===== src/rtl/vsr_pkg.sv =====
package vsr_pkg;
   // Line level while parked or waiting for the first bit
   localparam logic LINE_IDLE = 1'b1;
   // Level forced into the acknowledge slot of every frame
   localparam logic LINE_ACK = 1'b0;
   // Fewest flops allowed in the vsync synchronizer
   localparam int MIN_SYNC_STAGES = 2;
endpackage


===== src/rtl/vsr_sync_edge.sv =====
module vsr_sync_edge #(
   parameter int STAGES = 2
) (
   input  logic clk,
   input  logic rst_n,
   input  logic async_in,
   output logic rise
);
   import vsr_pkg::*;

   if (STAGES < MIN_SYNC_STAGES) begin : g_bad_stages
      $error("vsr_sync_edge: STAGES below minimum");
   end

   logic [STAGES-1:0] chain_q;
   logic              last_q;

   always_ff @(posedge clk or negedge rst_n) begin
      if (!rst_n) begin
         chain_q <= '0;
         last_q  <= 1'b0;
      end else begin
         chain_q <= {chain_q[STAGES-2:0], async_in};
         last_q  <= chain_q[STAGES-1];
      end
   end

   assign rise = chain_q[STAGES-1] & ~last_q;

   AST_RISE_ONE_CYCLE: assert property (@(posedge clk) disable iff (!rst_n)
      rise |=> !rise);
endmodule


===== src/rtl/vsr_hold_buf.sv =====
module vsr_hold_buf #(
   parameter int DATA_W = 8
) (
   input  logic              clk,
   input  logic              rst_n,
   input  logic              en,
   input  logic              wr_en,
   input  logic [DATA_W-1:0] wr_data,
   input  logic              irq_clr,
   input  logic              load_req,
   output logic [DATA_W-1:0] buf_data,
   output logic              irq,
   output logic              underrun
);
   logic [DATA_W-1:0] buf_q;
   logic              full_q;
   logic              irq_q;
   logic              unr_q;

   always_ff @(posedge clk or negedge rst_n) begin
      if (!rst_n) begin
         buf_q  <= '0;
         full_q <= 1'b0;
      end else begin
         if (wr_en) begin
            buf_q  <= wr_data;
            full_q <= 1'b1;
         end else if (load_req) begin
            full_q <= 1'b0;
         end
      end
   end

   always_ff @(posedge clk or negedge rst_n) begin
      if (!rst_n) begin
         irq_q <= 1'b0;
         unr_q <= 1'b0;
      end else if (!en) begin
         irq_q <= 1'b0;
         unr_q <= 1'b0;
      end else begin
         if (load_req)
            irq_q <= 1'b1;
         else if (wr_en || irq_clr)
            irq_q <= 1'b0;
         if (load_req && !full_q)
            unr_q <= 1'b1;
      end
   end

   assign buf_data = buf_q;
   assign irq      = irq_q;
   assign underrun = unr_q;

   AST_IRQ_ON_LOAD: assert property (@(posedge clk) disable iff (!rst_n)
      (en && load_req) |=> irq);
   AST_WRITE_FILLS: assert property (@(posedge clk) disable iff (!rst_n)
      wr_en |=> (full_q && buf_q == $past(wr_data)));
   AST_UNDERRUN_STICKY: assert property (@(posedge clk) disable iff (!rst_n)
      (en && underrun) |=> (underrun || !$past(en)));
   AST_QUIET_WHEN_OFF: assert property (@(posedge clk) disable iff (!rst_n)
      !en |=> (!irq && !underrun));
endmodule


===== src/rtl/vsr_shifter.sv =====
module vsr_shifter #(
   parameter int DATA_W    = 8,
   parameter bit MSB_FIRST = 1'b1
) (
   input  logic              clk,
   input  logic              rst_n,
   input  logic              en,
   input  logic              rise,
   input  logic [DATA_W-1:0] buf_data,
   output logic              load_req,
   output logic              sd_out
);
   import vsr_pkg::*;

   localparam int              CNT_W    = $clog2(DATA_W + 1);
   localparam logic [CNT_W-1:0] ACK_SLOT = CNT_W'(DATA_W);

   logic [DATA_W-1:0] sh_q;
   logic [DATA_W-1:0] sh_next;
   logic [CNT_W-1:0]  cnt_q;
   logic              en_q;
   logic              sd_q;
   logic              head_bit;
   logic              start;
   logic              frame_end;

   if (MSB_FIRST) begin : g_msb_first
      assign head_bit = sh_q[DATA_W-1];
      assign sh_next  = sh_q << 1;
   end else begin : g_lsb_first
      assign head_bit = sh_q[0];
      assign sh_next  = sh_q >> 1;
   end

   assign start     = en & ~en_q;
   assign frame_end = en & en_q & rise & (cnt_q == ACK_SLOT);
   assign load_req  = start | frame_end;

   always_ff @(posedge clk or negedge rst_n) begin
      if (!rst_n) begin
         en_q  <= 1'b0;
         sh_q  <= '0;
         cnt_q <= '0;
         sd_q  <= LINE_IDLE;
      end else begin
         en_q <= en;
         if (!en) begin
            cnt_q <= '0;
            sd_q  <= LINE_IDLE;
         end else if (start) begin
            sh_q  <= buf_data;
            cnt_q <= '0;
         end else if (rise) begin
            if (cnt_q == ACK_SLOT) begin
               sd_q  <= LINE_ACK;
               sh_q  <= buf_data;
               cnt_q <= '0;
            end else begin
               sd_q  <= head_bit;
               sh_q  <= sh_next;
               cnt_q <= cnt_q + 1'b1;
            end
         end
      end
   end

   assign sd_out = sd_q;

   AST_LINE_PARKED: assert property (@(posedge clk) disable iff (!rst_n)
      !en |=> sd_out);
   AST_HOLD_BETWEEN_EDGES: assert property (@(posedge clk) disable iff (!rst_n)
      (en && !rise) |=> $stable(sd_out));
   AST_SLOT_RANGE: assert property (@(posedge clk) disable iff (!rst_n)
      cnt_q <= ACK_SLOT);
   AST_ACK_SLOT_ZERO: assert property (@(posedge clk) disable iff (!rst_n)
      frame_end |=> (!sd_out && cnt_q == '0));
endmodule


===== src/rtl/vsync_ddc_tx.sv =====
module vsync_ddc_tx #(
   parameter int DATA_W      = 8,
   parameter int SYNC_STAGES = 2,
   parameter bit MSB_FIRST   = 1'b1
) (
   input  logic              clk,
   input  logic              rst_n,
   input  logic              en,
   input  logic              wr_en,
   input  logic [DATA_W-1:0] wr_data,
   input  logic              irq_clr,
   input  logic              vsync_in,
   output logic              sd_out,
   output logic              irq,
   output logic              underrun
);
   if (DATA_W < 1) begin : g_bad_width
      $error("vsync_ddc_tx: DATA_W must be at least 1");
   end

   logic              rise;
   logic              load_req;
   logic [DATA_W-1:0] buf_data;

   vsr_sync_edge #(.STAGES(SYNC_STAGES)) u_sync (
      .clk      (clk),
      .rst_n    (rst_n),
      .async_in (vsync_in),
      .rise     (rise)
   );

   vsr_hold_buf #(.DATA_W(DATA_W)) u_buf (
      .clk      (clk),
      .rst_n    (rst_n),
      .en       (en),
      .wr_en    (wr_en),
      .wr_data  (wr_data),
      .irq_clr  (irq_clr),
      .load_req (load_req),
      .buf_data (buf_data),
      .irq      (irq),
      .underrun (underrun)
   );

   vsr_shifter #(.DATA_W(DATA_W), .MSB_FIRST(MSB_FIRST)) u_shift (
      .clk      (clk),
      .rst_n    (rst_n),
      .en       (en),
      .rise     (rise),
      .buf_data (buf_data),
      .load_req (load_req),
      .sd_out   (sd_out)
   );
endmodule


===== config.mk =====
export PLATFORM = sky130hd
export DESIGN_NAME = vsync_ddc_tx
export DESIGN_NICKNAME = d
export VERILOG_FILES = /design/src/rtl/vsr_pkg.sv /design/src/rtl/vsr_sync_edge.sv /design/src/rtl/vsr_hold_buf.sv /design/src/rtl/vsr_shifter.sv /design/src/rtl/vsync_ddc_tx.sv
export SDC_FILE = /design/constraint.sdc
export NUM_CORES = 1
export LEC_CHECK = 0
export ABC_AREA = 1
export ABC_CLOCK_PERIOD_IN_PS = 1750
export BUFFER_PORTS_ARGS = -buffer_cell sky130_fd_sc_hd__buf_2
export CAP_MARGIN = 20
export CORE_UTILIZATION = 56
export DETAILED_ROUTE_END_ITERATION = 10
export GPL_TIMING_DRIVEN = 0
export PLACE_DENSITY = 0.78
export SLEW_MARGIN = 10
export SYNTH_ARGS = -nofsm -noshare
export SYNTH_HDL_FRONTEND = slang
export SYNTH_SLANG_ARGS = --single-unit
export TNS_END_PERCENT = 10

===== constraint.sdc =====
create_clock -name clk -period 1.75 [get_ports clk]
set_input_delay 0.175 -clock clk [delete_from_list [all_inputs] [get_ports clk]]
set_output_delay 0.175 -clock clk [all_outputs]
set_load 0.02 [all_outputs]

==> results.json, run 1 <==
{
  "status": "completed",
  "criticalPathCategory": "register to register",
  "start_kind": "register",
  "max_stage_delay_ns": 0.44,
  "gp_congestion": 0.710,
  "root_buffer": "clkbuf_4",
  "cp_common_cell": "nand2_1",
  "timing.final.crit_share": 0.801,
  "finalSetupViolCount": 0,
  "fin_tns_setup_ns": 0,
  "layout.nets": 178,
  "first_pass_iters": 4,
  "ant_nets": 0,
  "r2r_slack_ns": 0.35,
  "synth_nets": 155,
  "grt.total_usage": 0.213,
  "dpl.hpwl_um": 1430,
  "combPwrFrac": 0.103,
  "synth.area.top_cells": "dfrtp_1, nand2_1, nand3_1, inv_1, o21ai_0",
  "fin_skew_ns": 0.0119,
  "swShare": 0.250,
  "required_ns": 1.97,
  "cts_buffer_depth": 2,
  "max_freq_mhz": 713,
  "hp-start": "irq_clr",
  "p_leak_nw": 0.717,
  "fin_hold_ws_ns": 0.0199,
  "cap_violations": 0,
  "worstSetupEndpointType": "register",
  "first_global_vias": 793,
  "timing.rr.start": "u_shift.cnt_q[0]",
  "rsz0062_at_grt": "false",
  "die_w_um": 48.3,
  "critical_path_depth": 7,
  "power_density_nw_per_um2": 802,
  "startpoint": "u_shift.cnt_q[0]",
  "wl_per_cell_um": 10.9,
  "slew_headroom": 0.596,
  "rows": 16,
  "min_path_type": "input port to register",
  "insertion_delay_ns": 0.33,
  "crit_slowest_cell": "dfrtp_1",
  "reg2reg_depth": 7,
  "postSynthCellCount": 139,
  "drt_first_iter_violations": 9,
  "finalHoldViolCount": 0,
  "grt-ovfl-total": 0,
  "ys_types": 18,
  "synthDominantAreaCellType": "dfrtp_1",
  "htreeDepth": 1,
  "io_pins": 17,
  "yosysSeqAreaShare": 0.585,
  "initial_core_util": 0.605,
  "viasPerCell": 4.96,
  "cts_tree": "yes",
  "grt_max_degree": 29,
  "die-area_um2": 2330,
  "route.detailed.drc": 0,
  "avgSynthCellArea_um2": 8.63,
  "synthFlopType": "dfrtp_1",
  "antenna_cells": 0,
  "worst_r2r_endpoint": "u_buf.full_q",
  "ys_top_cells_by_count": "nand2_1, dfrtp_1, nand3_1, inv_1, o21ai_0",
  "n_fill_cell": 178,
  "path_buf_inv": 1,
  "power.total_mw": 1.10,
  "syn2layout_area_growth_pct": 13.8,
  "p_clk_frac": 0.246,
  "path_cells": "inv_1, ha_1, nand3_1, nand2_2, nand2_1, nand2_1, nand2_1",
  "synth_top_area_frac": 0.563,
  "p_sw_mw": 0.273,
  "routed_wl_um": 2050,
  "max-vdd-ir-drop_mv": 0.580,
  "fp.dieH_um": 48.3,
  "drive_gt1_frac": 0.168,
  "io_buffers": 15,
  "crit_end": "u_buf.full_q",
  "synth_edf_count": 0,
  "period_minus_slack_ns": 1.40,
  "antenna_found_initial": 0,
  "synth_seq_cells": 28,
  "cts-buffers-inserted": 3,
  "dr_total_vias": 933,
  "path_clk_slew_ns": 0.14,
  "cts.sinks": 28,
  "async_reset_ff_frac": 1.00,
  "slew_viol_final": 0,
  "cp.arrival_ns": 1.63,
  "synth.most_common_cell": "nand2_1",
  "core_um2": 1980,
  "grt_pass1_wl_um": 3240,
  "crit_family": "simple AND/OR/NAND/NOR gates",
  "seqPwrFrac": 0.651,
  "max_slew.worst_pin.slew_ns": 0.606,
  "crit_fanout": 9,
  "internal_power_mw": 0.822,
  "syn_area_um2": 1200,
  "yosysWarnings": 0
}
-- cells by family (layout without fill, tap and decap cells) --
family	count (synthesis)	count (layout)	synth area share
AO/OA/AOI/OAI	10	10	0.0438
flip-flops	28	28	0.585
AND/OR/NAND/NOR	82	82	0.296
adder cells (fa/ha/maj)	2	2	0.0209
buffers and inverters	17	39	0.0542
-- power by group through the flow --
stage / Clock (mW) / Sequential (mW) / Combinational (mW)
after detailed placement: 0 / 0.724 / 0.110
after CTS: 0.281 / 0.712 / 0.114
after floorplan: 0 / 0.723 / 0.0644
final: 0.269 / 0.713 / 0.113
after global routing: 0.305 / 0.718 / 0.133
after global placement: 0 / 0.723 / 0.106
-- how the worst min path moves through the flow --
stage | endpoint | slack [ns] | depth (start not counted)
floorplan | u_buf.buf_data[0] | -0.12 | 0
global placement | u_sync.last_q | 0.21 | 1
detailed placement | u_sync.last_q | 0.23 | 1
CTS | u_shift.en_q | 0.005 | 1
global route | u_buf.buf_data[3] | 0.02 | 3
finish | u_buf.irq | 0.02 | 2
-- cell type report --
class	count	area, um^2	share of cell area
Tap cell	27	33.8	0.0247
Sequential cell	28	702	0.514
Buffer	1	5.00	0.00367
Multi-Input combinational cell	94	433	0.317
Timing Repair Buffer	18	105	0.0770
Clock buffer	4	26.3	0.0192
Inverter	16	60.1	0.0440
-- sequential cells by signal, summed over array words and instances, names as in the netlist --
register	cells
u_shift.sd_out	1
u_sync.last_q	1
u_buf.irq	1
u_buf.underrun	1
u_buf.full_q	1
u_shift.sh_q	8
u_buf.buf_data	8
u_shift.cnt_q	4
u_sync.chain_q	2
u_shift.en_q	1
-- timing repair --
item,in CTS,in global routing
hold buffers,2,1
endpoints found under the hold margin,28,1
setup buffers,0,0
gates resized for setup,0,0
-- per-stage QoR --
| step | setup slack [ns] | area (um^2) | utilization | std cells |
|---|---|---|---|---|
| after floorplan | 0.562 | 1200 | - | 139 |
| after global placement | 0.412 | 1310 | 0.660 | 181 |
| after detailed placement | 0.382 | 1310 | 0.660 | 181 |
| after CTS | 0.351 | 1360 | 0.684 | 187 |
| after global routing | 0.212 | 1370 | 0.689 | 188 |
| final | 0.348 | 1370 | 0.689 | 188 |
-- layer usage --
layer  share of wire  vias to the layer above  global-route usage
met5               0                        -                   0
met4           0.017                        0              0.0833
met1            0.44                      431               0.251
met2            0.51                       16               0.371
li1                -                      481                   -
met3           0.029                        5              0.0556
-- cells in the final DEF, fill, tap and decap left out, drive strengths merged --
cell type | synthesis | routed
dfstp | 1 | 1
a21oi | 1 | 1
clkinv | 1 | 1
nand3 | 20 | 20
o21ai | 8 | 8
inv | 15 | 15
nor2 | 4 | 4
clkbuf | 0 | 4
ha | 2 | 2
nand2 | 57 | 57
dlygate4sd3 | 0 | 3
dfrtp | 27 | 27
nand4 | 1 | 1
o31ai | 1 | 1
buf | 1 | 16
Power figures use the tool's default switching activity.
==> inputs of run 2 (changes only) <==
--- a/config.mk
+++ b/config.mk
@@ -6,13 +6,13 @@
 export NUM_CORES = 1
 export LEC_CHECK = 0
 export ABC_AREA = 1
-export ABC_CLOCK_PERIOD_IN_PS = 1750
+export ABC_CLOCK_PERIOD_IN_PS = 1400
 export BUFFER_PORTS_ARGS = -buffer_cell sky130_fd_sc_hd__buf_2
 export CAP_MARGIN = 20
-export CORE_UTILIZATION = 56
+export CORE_UTILIZATION = 54
 export DETAILED_ROUTE_END_ITERATION = 10
 export GPL_TIMING_DRIVEN = 0
-export PLACE_DENSITY = 0.78
+export PLACE_DENSITY = 0.76
 export SLEW_MARGIN = 10
 export SYNTH_ARGS = -nofsm -noshare
 export SYNTH_HDL_FRONTEND = slang
==> constraint.sdc (replaced) <==
create_clock -name clk -period 1.4 [get_ports clk]
set_input_delay 0.14 -clock clk [delete_from_list [all_inputs] [get_ports clk]]
set_output_delay 0.14 -clock clk [all_outputs]
set_load 0.02 [all_outputs]
==> run 2 against run 1 <==
Total power increased by 27%. Sequential power increased by 25%. Sequential share of layout area down 3.0 points. Maximum frequency grew 6.6%. Critical path type unchanged. Largest cell class unchanged.
==> results.json, run 2 (synthesis results as in run 1) <==
{
  "first_pass_iters": 4,
  "syn2layout_area_growth_pct": 20.9,
  "antenna_cells": 0,
  "cts_buffer_depth": 2,
  "core_um2": 2020,
  "power.total_mw": 1.39,
  "dp_slack_ns": 0.0293,
  "stdcell_count": 196,
  "io_buffers": 15,
  "dpl.hpwl_um": 1520,
  "dp_cells": 181,
  "finalSetupViolCount": 0,
  "dr_wl_met2_um": 1160,
  "timing.final.crit_share": 0.939,
  "max-vdd-ir-drop_mv": 0.793,
  "path_clk_slew_ns": 0.14,
  "cts.sinks": 28,
  "utilization": 0.717,
  "worstSetupEndpointType": "register",
  "cp.arrival_ns": 1.59,
  "first_global_vias": 956,
  "status": "completed",
  "root_buffer": "clkbuf_4",
  "insertion_delay_ns": 0.32,
  "max_freq_mhz": 761,
  "drive_gt1_frac": 0.201,
  "slew_viol_final": 0,
  "fin_skew_ns": 0.00240,
  "cap_violations": 0,
  "rows": 16,
  "htreeDepth": 1,
  "layout.nets": 186,
  "layout_commonest_cell": "nand2_1",
  "die_w_um": 49.1,
  "top_layer": "met4",
  "grt.total_usage": 0.218,
  "grt_max_degree": 29,
  "ant_nets": 0,
  "required_ns": 1.67,
  "die-area_um2": 2410,
  "grt-ovfl-total": 0,
  "viasPerCell": 4.93,
  "start_kind": "register",
  "fin_ws_ns": 0.0857,
  "p_leak_nw": 0.755,
  "dr_total_vias": 966,
  "gp_congestion": 0.729,
  "wl_met3_um": 43,
  "most-common-layout-cells": "nand2_1, dfrtp_1, nand3_1",
  "cts_tree": "yes",
  "fp.dieH_um": 49.1,
  "criticalPathCategory": "register to register",
  "cts-buffers-inserted": 3,
  "initial_core_util": 0.593,
  "power_density_nw_per_um2": 958,
  "finalHoldViolCount": 0,
  "wl_per_cell_um": 11.7,
  "period_minus_slack_ns": 1.31,
  "crit_fanout": 8,
  "min_path_type": "input port to register",
  "slew_headroom": 0.595,
  "max_slew.worst_pin.slew_ns": 0.607,
  "route.detailed.drc": 0,
  "grt_pass1_wl_um": 4020,
  "routed_wl_um": 2290,
  "io_pins": 17,
  "antenna_found_initial": 0,
  "met1_length_um": 1050,
  "drt_first_iter_violations": 26
}
run 2: cell types whose count changed in the layout (fill, tap and decap cells not counted):
cell           previous run  this run
dlygate4sd3_1             3         7
nand2_1                  54        53
ha_2                      0         1
nand2_4                   0         1
ha_1                      2         1
buf_4                     0         4
nand3_1                  19        18
nand3_2                   1         2
run 2: report_power, final:
group | leakage, nW | total (mW) | internal (mW) | switching [mW]
logic | 0.385 | 0.160 | 0.0646 | 0.0953
registers | 0.355 | 0.891 | 0.862 | 0.0283
clock network | 0.0150 | 0.338 | 0.112 | 0.226
total | 0.755 | 1.39 | 1.04 | 0.350
run 2: critical path, stage by stage (launching register included):
cell and delay, ns:
dfrtp_1 0.42, inv_1 0.10, ha_2 0.20, nand3_2 0.12, nand2_4 0.15, buf_4 0.13
nand3_1 0.07, nand3_1 0.08
run 2: routing by layer:
metal  GRT usage  up-vias
li1            -      500
met1       0.276      446
met2       0.384       15
met3      0.0374        5
met4      0.0588        0
met5           0        -
run 2: path summary, 6_finish.rpt:
kind,from,end,slack [ns],depth (start not counted)
worst max-delay path,u_shift.cnt_q[0],u_shift.sh_q[4],0.09,7
worst min-delay path,wr_data[7],u_buf.buf_data[7],0.007,3
worst max register to register,u_shift.cnt_q[0],u_shift.sh_q[4],0.09,7
worst min register to register,u_sync.chain_q[0],u_sync.chain_q[1],0.37,0
max in group asynchronous,rst_n,u_buf.buf_data[5],0.67,2
min in group asynchronous,rst_n,u_sync.last_q,0.34,2
run 2: layout make-up:
cell class | instances | area (um^2)
plain buffers | 1 | 5.00
clock buffers | 4 | 26.3
fillers | 151 | 572
inverters | 16 | 60.1
multi-input cells | 94 | 448
flip-flops and latches | 28 | 702
well taps | 27 | 33.8
repair buffers | 26 | 175
run 2: metrics by stage:
step                      hold WS [ns]    TNS, ns  cell area, um^2
after global routing         -0.000262  -0.000203             1450
final                          0.00666          0             1450
after CTS                      0.00195          0             1410
after detailed placement         0.180          0             1310
after floorplan                 -0.156          0             1200
after global placement           0.181          0             1310
run 2: repair_timing:
action	in CTS	in global routing
resized for setup	0	4
hold endpoints to repair	33	0
setup endpoints to repair	0	11
buffers inserted	0	4
hold buffers	7	0
